`src/rtl/wdec_pkg.sv`:
```
package wdec_pkg;
    // Register selector shared by the write and read ports.
    typedef enum logic {
        SEL_ENABLE = 1'b0,
        SEL_CTRL   = 1'b1
    } reg_sel_e;

    // Inbound target classification.
    typedef enum logic [1:0] {
        TGT_SYS = 2'b01,
        TGT_PCI = 2'b10
    } bm_tgt_e;

    // Enable mask with the lowest and highest chunk bits forced to zero.
    function automatic logic [31:0] edge_clear_mask(input int nchunk);
        logic [31:0] m;
        m = '0;
        for (int i = 1; i < nchunk - 1; i++) m[i] = 1'b1;
        return m;
    endfunction
endpackage

```
`src/rtl/wdec_regs.sv`:
```
module wdec_regs
    import wdec_pkg::*;
#(
    parameter int DATA_W = 32,
    parameter int NCHUNK = 32
) (
    input  logic              clk,
    input  logic              rst_n,
    input  logic              wr_en,
    input  logic              wr_sel,
    input  logic [DATA_W-1:0] wr_data,
    input  logic              rd_sel,
    output logic [DATA_W-1:0] rd_data,
    output logic [NCHUNK-1:0] enable_q,
    output logic [DATA_W-1:0] ctrl_q
);
    localparam logic [31:0] EN_MASK_FULL = edge_clear_mask(NCHUNK);
    localparam logic [NCHUNK-1:0] EN_MASK = EN_MASK_FULL[NCHUNK-1:0];

    reg_sel_e wsel, rsel;
    assign wsel = reg_sel_e'(wr_sel);
    assign rsel = reg_sel_e'(rd_sel);

    // Register state process.
    always_ff @(posedge clk or negedge rst_n) begin
        if (!rst_n) begin
            enable_q <= '0;
            ctrl_q   <= '0;
        end else if (wr_en) begin
            unique case (wsel)
                SEL_ENABLE: enable_q <= wr_data[NCHUNK-1:0] & EN_MASK;
                SEL_CTRL:   ctrl_q   <= wr_data;
            endcase
        end
    end

    // Read-back process.
    always_comb begin
        rd_data = '0;
        unique case (rsel)
            SEL_ENABLE: rd_data[NCHUNK-1:0] = enable_q;
            SEL_CTRL:   rd_data = ctrl_q;
        endcase
    end
endmodule

```
`src/rtl/wdec_gate.sv`:
```
module wdec_gate #(
    parameter int          DATA_W   = 32,
    parameter int          GATE_LSB = 7,
    parameter logic [1:0]  GATE_ON  = 2'b01
) (
    input  logic [DATA_W-1:0] ctrl,
    output logic              gate_on
);
    logic unused_ctrl_bits;
    assign unused_ctrl_bits = ^ctrl;

    always_comb begin
        gate_on = (ctrl[GATE_LSB+1:GATE_LSB] == GATE_ON);
    end
endmodule

```
`src/rtl/wdec_outbound.sv`:
```
module wdec_outbound #(
    parameter int         ADDR_W      = 32,
    parameter int         CHUNK_SHIFT = 23,
    parameter int         CHUNK_IDX_W = 5,
    parameter logic [3:0] REGION_TAG  = 4'hF
) (
    input  logic [ADDR_W-1:0]           addr,
    input  logic [(1<<CHUNK_IDX_W)-1:0] enable,
    input  logic                        gate_on,
    output logic                        hit,
    output logic [CHUNK_IDX_W-1:0]      chunk
);
    localparam int NCHUNK  = 1 << CHUNK_IDX_W;
    localparam int TAG_LSB = CHUNK_SHIFT + CHUNK_IDX_W;

    logic              in_region;
    logic [NCHUNK-1:0] chunk_hit;
    logic              unused_low;

    assign unused_low = ^addr[CHUNK_SHIFT-1:0];
    assign in_region  = (addr[ADDR_W-1:TAG_LSB] == REGION_TAG);
    assign chunk      = addr[TAG_LSB-1:CHUNK_SHIFT];

    // One comparator per chunk window.
    for (genvar i = 0; i < NCHUNK; i++) begin : g_chunk
        assign chunk_hit[i] = in_region && enable[i] &&
                              (chunk == CHUNK_IDX_W'(i));
    end

    assign hit = gate_on && (|chunk_hit);
endmodule

```
`src/rtl/wdec_inbound.sv`:
```
module wdec_inbound
    import wdec_pkg::*;
#(
    parameter int          ADDR_W    = 32,
    parameter logic [31:0] SYS_LIMIT = 32'hF080_0000
) (
    input  logic [ADDR_W-1:0] addr,
    output logic              to_sys,
    output logic              to_pci
);
    bm_tgt_e tgt;

    always_comb begin
        if (addr < SYS_LIMIT[ADDR_W-1:0]) tgt = TGT_SYS;
        else                               tgt = TGT_PCI;
    end

    assign to_sys = (tgt == TGT_SYS);
    assign to_pci = (tgt == TGT_PCI);
endmodule

```
`src/rtl/wdec_window.sv`:
```
module wdec_window #(
    parameter int         ADDR_W      = 32,
    parameter int         DATA_W      = 32,
    parameter int         CHUNK_SHIFT = 23,
    parameter int         CHUNK_IDX_W = 5,
    parameter logic [3:0] REGION_TAG  = 4'hF,
    parameter int         GATE_LSB    = 7,
    parameter logic [1:0] GATE_ON     = 2'b01
) (
    input  logic                   clk,
    input  logic                   rst_n,
    input  logic                   wr_en,
    input  logic                   wr_sel,
    input  logic [DATA_W-1:0]      wr_data,
    input  logic                   rd_sel,
    output logic [DATA_W-1:0]      rd_data,
    input  logic [ADDR_W-1:0]      cpu_addr,
    output logic                   fwd_hit,
    output logic [CHUNK_IDX_W-1:0] fwd_chunk,
    input  logic [ADDR_W-1:0]      bm_addr,
    output logic                   bm_to_sys,
    output logic                   bm_to_pci
);
    localparam int NCHUNK  = 1 << CHUNK_IDX_W;
    localparam int TAG_LSB = CHUNK_SHIFT + CHUNK_IDX_W;
    localparam logic [ADDR_W-1:0] REGION_BASE = ADDR_W'(REGION_TAG) << TAG_LSB;
    localparam logic [ADDR_W-1:0] CHUNK_BYTES = ADDR_W'(1) << CHUNK_SHIFT;
    localparam logic [31:0]       SYS_LIMIT   = 32'(REGION_BASE + CHUNK_BYTES);

    logic [NCHUNK-1:0] enable_q;
    logic [DATA_W-1:0] ctrl_q;
    logic              gate_on;

    wdec_regs #(.DATA_W(DATA_W), .NCHUNK(NCHUNK)) u_regs (
        .clk      (clk),
        .rst_n    (rst_n),
        .wr_en    (wr_en),
        .wr_sel   (wr_sel),
        .wr_data  (wr_data),
        .rd_sel   (rd_sel),
        .rd_data  (rd_data),
        .enable_q (enable_q),
        .ctrl_q   (ctrl_q)
    );

    wdec_gate #(.DATA_W(DATA_W), .GATE_LSB(GATE_LSB), .GATE_ON(GATE_ON)) u_gate (
        .ctrl    (ctrl_q),
        .gate_on (gate_on)
    );

    wdec_outbound #(
        .ADDR_W(ADDR_W), .CHUNK_SHIFT(CHUNK_SHIFT),
        .CHUNK_IDX_W(CHUNK_IDX_W), .REGION_TAG(REGION_TAG)
    ) u_out (
        .addr    (cpu_addr),
        .enable  (enable_q),
        .gate_on (gate_on),
        .hit     (fwd_hit),
        .chunk   (fwd_chunk)
    );

    wdec_inbound #(.ADDR_W(ADDR_W), .SYS_LIMIT(SYS_LIMIT)) u_in (
        .addr   (bm_addr),
        .to_sys (bm_to_sys),
        .to_pci (bm_to_pci)
    );
endmodule

```
`config.mk`:
```
export PLATFORM = sky130hd
export DESIGN_NAME = wdec_window
export DESIGN_NICKNAME = d
export VERILOG_FILES = /design/src/rtl/wdec_pkg.sv /design/src/rtl/wdec_regs.sv /design/src/rtl/wdec_gate.sv /design/src/rtl/wdec_outbound.sv /design/src/rtl/wdec_inbound.sv /design/src/rtl/wdec_window.sv
export SDC_FILE = /design/constraint.sdc
export NUM_CORES = 1
export LEC_CHECK = 0
export ABC_AREA = 1
export BUFFER_PORTS_ARGS = -buffer_cell sky130_fd_sc_hd__buf_4
export CAP_MARGIN = 20
export CELL_PAD_IN_SITES_DETAIL_PLACEMENT = 0
export CELL_PAD_IN_SITES_GLOBAL_PLACEMENT = 1
export CORE_MARGIN = 10
export CORE_UTILIZATION = 36
export DETAILED_ROUTE_END_ITERATION = 16
export MAX_ROUTING_LAYER = met4
export PLACE_DENSITY_LB_ADDON = 0.1
export SETUP_SLACK_MARGIN = 0.1
export SLEW_MARGIN = 20
export SYNTH_ARGS = -nofsm -noshare
export SYNTH_HDL_FRONTEND = slang
export SYNTH_SLANG_ARGS = --single-unit
```
`constraint.sdc`:
```
create_clock -name clk -period 3.85 [get_ports clk]
set_input_delay 0.77 -clock clk [delete_from_list [all_inputs] [get_ports clk]]
set_output_delay 0.77 -clock clk [all_outputs]
set_load 0.1 [all_outputs]
```
==> flow_metrics.tcl <==
set metrics [dict create \
    worstHoldStart "u_regs.ctrl_q[13]$_DFFE_PN0P_" \
    synth_top_family_by_area "simple AND/OR/NAND/NOR gates" \
    period_share_pct 75.7 \
    cts_hold_buf 0 \
    cts_root_buf "clkbuf_8" \
    power.static_leakage_nw 2.19 \
    rrSetupSlack_ns 3.09 \
    ys_ff_latch 62 \
    areaGrowthSynthToFinish_pct 32.4 \
    post_route_cells_drive_above_1_share_pct 32.5 \
    drv_cap 0 \
    grt_usage_pct 13.4 \
    r2r-start "u_regs.enable_q[2]$_DFFE_PN0P_" \
    path_class "input port to output port" \
    avgSynthCellArea_sq_um 8.29 \
    fmax_mhz 343 \
    antenna_cells 0 \
    instances_no_fill 572 \
    max_stage_delay_ns 0.32 \
    postLayoutCoreUtil_pct 49.5 \
    tns_ns 0 \
    startpoint_type "input port" \
    cp_max_fo 7 \
    synth_cell_types 18 \
    hold_class "flip-flop to flip-flop" \
    nets 563 \
    crit_top_cell "nor2_1" \
    io_buffers 94 \
    whs_path_depth 2 \
    synthArstFlopShare_pct 100 \
    register_area_sq_um 1550 \
    dieArea_sq_um 12800 \
    grt_max_degree 63 \
    initial_core_util_pct 37.4 \
    wirelength_mm 8.21 \
    synth_fa_ha_area_share_pct 0 \
    coreArea_sq_um 8340 \
    status "finished clean" \
    critPathSlowestCell "nor2_2" \
    crit_buf_inv 2 \
    netlist_area_sq_um 3120 \
    synthFlopType "dfrtp_1" \
    hpwl_mm 6.02 \
    multi_input_area_sq_um 1300 \
    period_needed_ns 2.91 \
    io_pins 141 \
    synth_simple_gate_area_share_pct 20.6 \
    rows 33 \
    cts.htree.levels 3 \
    rsz0062_at_grt "no" \
    tightestPinTransition_ns 0.908 \
    drc_errors 0 \
    layout_common_cells "nand2_1, buf_4, dfrtp_1" \
    clock_skew_ns 0 \
    cp_cell_sequence "buf_4 -> nor2_2 -> nand3_1 -> nand2_1 -> nor2_1 -> nand2_1 -> nor2_1 -> nor2_1 -> nor2_1 -> nor2_1 -> buf_4" \
    clock_sinks 62 \
    ir_drop_uv 295 \
    yosysWarnings 0 \
    synth-compound-area-share_pct 10.1 \
    synthXorXnorAreaFrac_pct 0 \
    post_cts_resized 0 \
    pre_cts_ws_ns 0.923 \
    dpl.cell_count 556 \
    die_w_um 113 \
    grt_pass1_vias 2718 \
    cp-end-kind "output port" \
    die_y_um 113 \
    clock_path_buffers 2 \
    vias_per_cell 4.62 \
    postCtsSetupRepairBufs 0 \
    ant_nets 0 \
    antenna_found_initial 0 \
    yosys-mux-area-fraction_pct 10.8 \
    fin_ws_ns 0.937 \
    via_count 2642 \
    p_per_area_nw_per_um2 534 \
    setup_viol 0 \
    min_to "u_regs.ctrl_q[13]$_DFFE_PN0P_" \
    rr_endpoint "u_regs.enable_q[2]$_DFFE_PN0P_" \
    drt_first_iter_violations 140 \
    cts_buffers 9 \
    maxSlewHeadroom_pct 39.3 \
    netlist_instances 376 \
    cts_tree "done" \
    crit_family "simple AND/OR/NAND/NOR gates" \
    wire_per_inst_um 14.3 \
    clock_latency_ns 0.33 \
    synth-edff-count 0 \
    clk_pin_slew_ns 0.06 \
    fillers 857 \
    reg2regPathDepth 2 \
    ys_seq_area_share_pct 49.8 \
    drv_slew 0 \
    gr-total-overflow 0 \
    worstPathArrival_ns 2.14 \
    syn_nets 477 \
    layout_commonest_cell "nand2_1" \
    drt_pass1_iterations 5 \
    hold_violations 0 \
    gp_congestion 0.778 \
    cp.required_ns 3.08 \
    grt_pass1_wl_mm 13.8 \
]
[sequential cells by signal (all words and copies together) (netlist names)]
name             count
u_regs.enable_q     30
u_regs.ctrl_q       32
[area by class of cell]
type,count,area share [%]
Inverter,45,4.09
Clock buffer,14,4.67
Clock inverter,2,1.45
Sequential cell,62,37.6
Multi-Input combinational cell,248,31.6
Tap cell,105,3.18
Timing Repair Buffer,96,17.5
[worst min-delay path, cell delays in order (launching register included)]
cell and delay [ns]:
dfrtp_1 0.34, nand2_1 0.05, o21ai_0 0.06
[through the flow]
stage / hold slack [ns] / instance area [sq um] / total power, mW
6_report: 0.480 / 4130 / 2.20
5_1_grt: 0.501 / 4130 / 2.31
4_1_cts: 0.486 / 4130 / 2.23
3_5_place_dp: 0.470 / 3870 / 1.53
3_3_place_gp: 0.459 / 3870 / 1.52
2_1_floorplan: 0.448 / 3120 / 1.34
[layer usage]
layer / part of all wire, % / wire length (um) / track usage [%] / vias to the layer above
met1: 48 / 3970 / 18.0 / 1198
met2: 45 / 3680 / 19.0 / 73
met5: 0 / 0 / - / -
met4: 0.56 / 46 / 4.06 / 0
met3: 6.1 / 503 / 3.80 / 4
li1: - / - / - / 1367
[power breakdown]
part	switching [mW]	leakage, nW	internal [mW]	total [mW]
combinational	0.536	1.30	0.184	0.720
clock	0.240	0.129	0.453	0.694
sequential	0.0550	0.766	0.734	0.789
[Yosys cell counts (3+ instances only)]
cell,n,area (sq um)
nor2_2,5,31.3
clkbuf_1,13,48.8
buf_2,3,15.0
dfrtp_1,62,1550
nand3_1,23,115
nand2_1,103,387
nor2_1,19,71.3
mux2_2,30,338
inv_1,44,165
buf_4,5,37.5
o21ai_0,62,310
[logic make-up (layout without fill, tap and decap cells)]
| group | Yosys count | count (layout) |
|---|---|---|
| buffers and inverters | 66 | 157 |
| and+or+nand+nor | 155 | 155 |
| DFF | 62 | 62 |
| muxes | 30 | 30 |
| AOI/OAI and AO/OA | 63 | 63 |
[worst max-delay path by stage]
stage	start	to	depth (start not counted)
floorplan	bm_addr[26]	bm_to_pci	3
global placement	cpu_addr[24]	fwd_hit	11
detailed placement	cpu_addr[24]	fwd_hit	11
CTS	cpu_addr[24]	fwd_hit	11
global route	cpu_addr[24]	fwd_hit	11
finish	cpu_addr[24]	fwd_hit	11
No activity file was read; power rests on OpenSTA's default activity.
